===== src/rtl/scanline_zbuf.sv =====
module scanline_zbuf #(
  parameter int WIDTH = 16,
  parameter int ZW    = 16,
  parameter int SW    = 8,
  localparam int XW   = $clog2(WIDTH)
) (
  input  logic          clk,
  input  logic          rst_n,
  input  logic          clr,
  input  logic          req_valid,
  output logic          req_ready,
  input  logic [XW-1:0] req_x,
  input  logic [ZW-1:0] req_z,
  input  logic [SW-1:0] req_span,
  input  logic          rd_start,
  output logic          out_valid,
  output logic [XW-1:0] out_x,
  output logic [SW-1:0] out_span
);

  logic [ZW-1:0]    dep [2][WIDTH];
  logic [SW-1:0]    spn [2][WIDTH];
  logic [WIDTH-1:0] sel;

  logic          s2_v;
  logic [XW-1:0] s2_x;
  logic [ZW-1:0] s2_z, s2_cur;

  logic          rd_busy;
  logic [XW-1:0] rd_cnt;

  wire accept = req_valid && req_ready;
  wire win    = s2_z < s2_cur;

  assign req_ready = !clr && !rd_busy && !rd_start && !(s2_v && s2_x[0] == req_x[0]);

  always_ff @(posedge clk or negedge rst_n) begin
    if (!rst_n) begin
      sel       <= '0;
      s2_v      <= 1'b0;
      s2_x      <= '0;
      s2_z      <= '0;
      s2_cur    <= '0;
      rd_busy   <= 1'b0;
      rd_cnt    <= '0;
      out_valid <= 1'b0;
      out_x     <= '0;
      out_span  <= '0;
      for (int i = 0; i < WIDTH; i++) begin
        dep[0][XW'(i)] <= '1;
        dep[1][XW'(i)] <= '1;
        spn[0][XW'(i)] <= '0;
        spn[1][XW'(i)] <= '0;
      end
    end else begin
      out_valid <= rd_busy;
      if (rd_busy) begin
        out_x    <= rd_cnt;
        out_span <= spn[sel[rd_cnt]][rd_cnt];
        rd_cnt   <= rd_cnt + 1'b1;
        if (rd_cnt == XW'(WIDTH - 1)) rd_busy <= 1'b0;
      end
      if (clr) begin
        sel  <= '0;
        s2_v <= 1'b0;
        for (int i = 0; i < WIDTH; i++) begin
          dep[0][XW'(i)] <= '1;
          spn[0][XW'(i)] <= '0;
        end
      end else begin
        if (s2_v && win) sel[s2_x] <= ~sel[s2_x];
        s2_v <= accept;
        if (accept) begin
          dep[!sel[req_x]][req_x] <= req_z;
          spn[!sel[req_x]][req_x] <= req_span;
          s2_x   <= req_x;
          s2_z   <= req_z;
          s2_cur <= dep[sel[req_x]][req_x];
        end
        if (rd_start && !rd_busy) begin
          rd_busy <= 1'b1;
          rd_cnt  <= '0;
        end
      end
    end
  end

  assert_no_flip_on_loss_R3: assert property (@(posedge clk) disable iff (!rst_n)
    (!clr && s2_v && !win) |=> sel == $past(sel));

  assert_single_flip_on_win_R2: assert property (@(posedge clk) disable iff (!rst_n)
    (!clr && s2_v && win) |=> $countones(sel ^ $past(sel)) == 1);

  assert_parity_stall_R5: assert property (@(posedge clk) disable iff (!rst_n)
    accept |=> !(req_valid && req_ready && req_x[0] == $past(req_x[0])));

  assert_alternate_flows_R4: assert property (@(posedge clk) disable iff (!rst_n)
    accept |=> (!req_valid || clr || rd_start || rd_busy || req_x[0] == $past(req_x[0]) || req_ready));

  assert_clear_resets_select_R7: assert property (@(posedge clk) disable iff (!rst_n)
    clr |=> (sel == '0 && !s2_v));

  assert_readout_follows_R8: assert property (@(posedge clk) disable iff (!rst_n)
    rd_busy |=> out_valid);

  assert_readout_order_R8: assert property (@(posedge clk) disable iff (!rst_n)
    (out_valid && $past(out_valid)) |-> out_x == $past(out_x) + 1'b1);

endmodule


===== config.mk =====
export PLATFORM = sky130hd
export DESIGN_NAME = scanline_zbuf
export DESIGN_NICKNAME = d
export VERILOG_FILES = /design/src/rtl/scanline_zbuf.sv
export SDC_FILE = /design/constraint.sdc
export NUM_CORES = 1
export LEC_CHECK = 0
export BUFFER_PORTS_ARGS = -buffer_cell sky130_fd_sc_hd__buf_2
export CELL_PAD_IN_SITES_DETAIL_PLACEMENT = 1
export CELL_PAD_IN_SITES_GLOBAL_PLACEMENT = 1
export CORE_MARGIN = 4
export CORE_UTILIZATION = 47
export CTS_CLUSTER_SIZE = 25
export DETAILED_ROUTE_END_ITERATION = 8
export PLACE_DENSITY = 0.8
export SLEW_MARGIN = 0
export SYNTH_ARGS = -nofsm -noshare
export SYNTH_HDL_FRONTEND = slang
export SYNTH_SLANG_ARGS = --single-unit

===== constraint.sdc =====
create_clock -name clk -period 3.2 [get_ports clk]
set_input_delay 0 -clock clk [delete_from_list [all_inputs] [get_ports clk]]
set_output_delay 0 -clock clk [all_outputs]
set_load 0.05 [all_outputs]

==> results.yml <==
yosys:
  yosysMostFrequentCell: "nand2_1"
  ys_warn_count: 0
  async_reset_ff_share_pct: 54.23
  ys_seq_elements: 839
  synth_top_cells_by_count: "nand2_1 (688), edfxtp_1 (384), mux2i_1 (350)"
  synth_edf_count: 384
  syn_area_um2: 39490
  synthTopCellsByArea: "edfxtp_1 (29%), dfstp_2 (17%), dfrtp_1 (13%)"
  ys_types: 61
  postSynthAreaPerCell_um2: 11.77
  ys.flop_type: "edfxtp_1"
  postSynthCellCount: 3354
  synth_top_area_share_pct: 29.20
  syn_nets: 3403
  yosysTopAreaCell: "edfxtp_1"
  ys_seq_area_share_pct: 58.84
floorplan:
  rows: 106
  die_w_um: 297.9
  die_area_um2: 88730
  ios: 47
  initial_core_util_pct: 47.34
  core_area_um2: 83420
  die_h_um: 297.9
clock_tree:
  clk_pin_slew_worst_paths_ns: 0.06
  cts_tree: "built"
  cts_root_buffer: "clkbuf_16"
  insertion_delay_ns: 0.66
  clock_path_buffers: 3
  clkSinkCount: 839
  cts_buffers: 89
  htree_levels: 3
global_route:
  antenna_found_initial: 2
  grt-ovfl-total: 0
  grt_use_total_pct: 31.24
  grt_pass1_wl_mm: 211.7
  grt_pass1_vias: 32830
  grt_start_max_net_pins: 145
finish:
  multi_input_area_um2: 15300
  nNetsFinal: 3459
  synthToLayoutAreaGrowth_pct: 14.99
  insertedDiodeCount: 0
  seqCellArea_um2: 23240
  final_area_um2: 45410
  drive_gt1_share_pct: 24.92
  fill_cells: 8439
  utilization_pct: 54.44
route:
  initialDrtViolationCount: 3474
  met3_length_mm: 11.70
  via_per_inst: 6.709
  drcViolationCount: 0
  drt-met1-wl_mm: 54.02
  routed_wl_mm: 141.0
  antenna_left: 0
  met2_length_mm: 67.41
  top_layer_used: "met5"
  drt-wirelength-per-cell_um: 30.90
  vias: 30610
  dr.pass1.iters: 7
sta:
  min_period_over_period_pct: 96.62
  setup-violations-final: 0
  period_minus_slack_ns: 3.092
  clock_skew_ns: 0.02756
  fmaxAchievable_mhz: 323.4
  maxSlewViolCount: 0
  rsz0062_at_grt: "no"
  final_hold_viol_count: 0
  worst_slack_ns: 0.1081
  worst_slew_margin_rel_pct: 35.71
  worst_pin_slew_ns: 0.9644
  holdWs_ns: 0.1042
setup_path:
  r2r_end: "s2_cur[15]$_DFFE_PN0P_"
  rr_worst_depth: 7
  reg2reg_from: "sel[4]$_DFFE_PN0P_"
  crit_path_end_kind: "flop"
  path_class: "reg2reg"
  rrSetupSlack_ns: 0.11
  cp.arrival_ns: 3.63
  critPathMaxFanout: 37
  startpoint_type: "flop"
  required_ns: 3.73
placement:
  numPortBuffers: 46
  dp_slack_ns: 0.08403
  gp_congestion: 0.8722
  hpwl_mm: 80.38
  dpl-instance-area_um2: 42100
outcome:
  status: "completed"
power_and_ir_drop:
  p_per_area_nw_per_um2: 606.1
  p_leak_nw: 16.81
  ir_drop_uv: 477.1
flow_run:
  drv_cap: 0
min_path:
  hold_class: "in2async"
layout by cell type, fill, tap and decap left out, types with 12 or more instances in the layout:
cell and count:
o21ai_0 73, a22oi_1 133, clkinv_2 13, a211o_1 17
buf_4 109, nor3_1 21, o2111ai_1 18, buf_12 53
a211oi_1 26, a21oi_1 155, mux2i_1 349, dlygate4sd3_1 31
buf_2 44, mux2_2 206, nand2_1 688, inv_1 28
nor2_4 32, clkbuf_16 91, dfstp_2 256, edfxtp_1 384
and4_1 14, dfrtp_1 198, nor4_1 46, a31oi_1 25
nand4_1 46, ha_1 16, a221oi_1 12, nor2_1 21
a222oi_1 32, a21boi_0 12, nand3_1 65, clkbuf_1 26
o22ai_1 74, a2111oi_0 12
worst max-delay path, stage by stage (launching register included):
cell and delay [ns]:
dfrtp_1 0.44, mux4_4 0.72, buf_4 0.36, mux2i_1 0.29, o22ai_1 0.11, a2111oi_0 0.59
nor4_1 0.17, a211o_1 0.27
worst max path at each step:
stage,slack [ns],endpoint,start
2_1_floorplan,-0.19,dep[256]$_DFFE_PP_,rd_busy$_DFF_PN0_
3_3_place_gp,0.13,out_span[5]$_DFFE_PN0P_,rd_cnt[1]$_DFF_PN0_
3_5_place_dp,0.08,out_span[5]$_DFFE_PN0P_,rd_cnt[1]$_DFF_PN0_
4_1_cts,0.07,out_span[2]$_DFFE_PN0P_,rd_cnt[1]$_DFF_PN0_
5_1_grt,0.03,s2_cur[15]$_DFFE_PN0P_,sel[15]$_DFFE_PN0P_
6_report,0.11,s2_cur[15]$_DFFE_PN0P_,sel[4]$_DFFE_PN0P_
report_power, final:
part,internal (W),switching [W]
clock network,0.00629,0.00444
logic,0.00144,0.00292
registers,0.0120,0.000469
per-layer routing:
layer	global-route usage, %	vias up
met3	5.640	523
met2	51.66	1744
met1	39.55	15800
met4	16.15	2
met5	0	-
li1	-	12540
flip-flops by register name, indices dropped and copies added, names as in the netlist:
signal / count
s2_v: 1
rd_busy: 1
s2_cur: 16
spn: 256
s2_x: 4
out_valid: 1
out_x: 4
out_span: 8
s2_z: 16
sel: 16
dep: 512
rd_cnt: 4
what timing repair did:
item,in CTS,in global routing
endpoints found under the hold margin,892,0
setup buffers,3,0
pin swaps,0,0
endpoints found under the setup margin,2,4
gates resized for setup,0,1
hold buffers,31,0
cells by family (layout without fill, tap and decap cells):
kind of cell | count (synthesis) | after routing | share of synthesized area (%)
muxes | 571 | 571 | 15.61
xor gates and xnor gates | 3 | 3 | 0.06654
AOI/OAI and AO/OA | 637 | 637 | 10.87
adders and majority gates | 16 | 16 | 0.5069
DFF | 839 | 839 | 58.84
and+or+nand+nor | 984 | 984 | 10.81
buffers and inverters | 304 | 433 | 3.298
stage by stage:
| step | std cells | TNS, ns | total power, W |
|---|---|---|---|
| finish | 4563 | 0 | 0.02753 |
| global placement | 4365 | 0 | 0.01657 |
| global route | 4563 | 0 | 0.02843 |
| CTS | 4563 | 0 | 0.02758 |
| floorplan | 3354 | -33.28 | 0.01496 |
| detailed placement | 4365 | 0 | 0.01676 |
layout make-up:
| class | count | share of cell area (%) |
|---|---|---|
| inverter | 31 | 0.2672 |
| tap | 1080 | 2.976 |
| timing repair buffer | 238 | 5.339 |
| clock inverter | 36 | 0.9946 |
| clock buffer | 128 | 5.563 |
| sequential | 839 | 51.17 |
| multi-input combinational | 2211 | 33.69 |
Note: power is estimated with default switching activity, not from simulation.
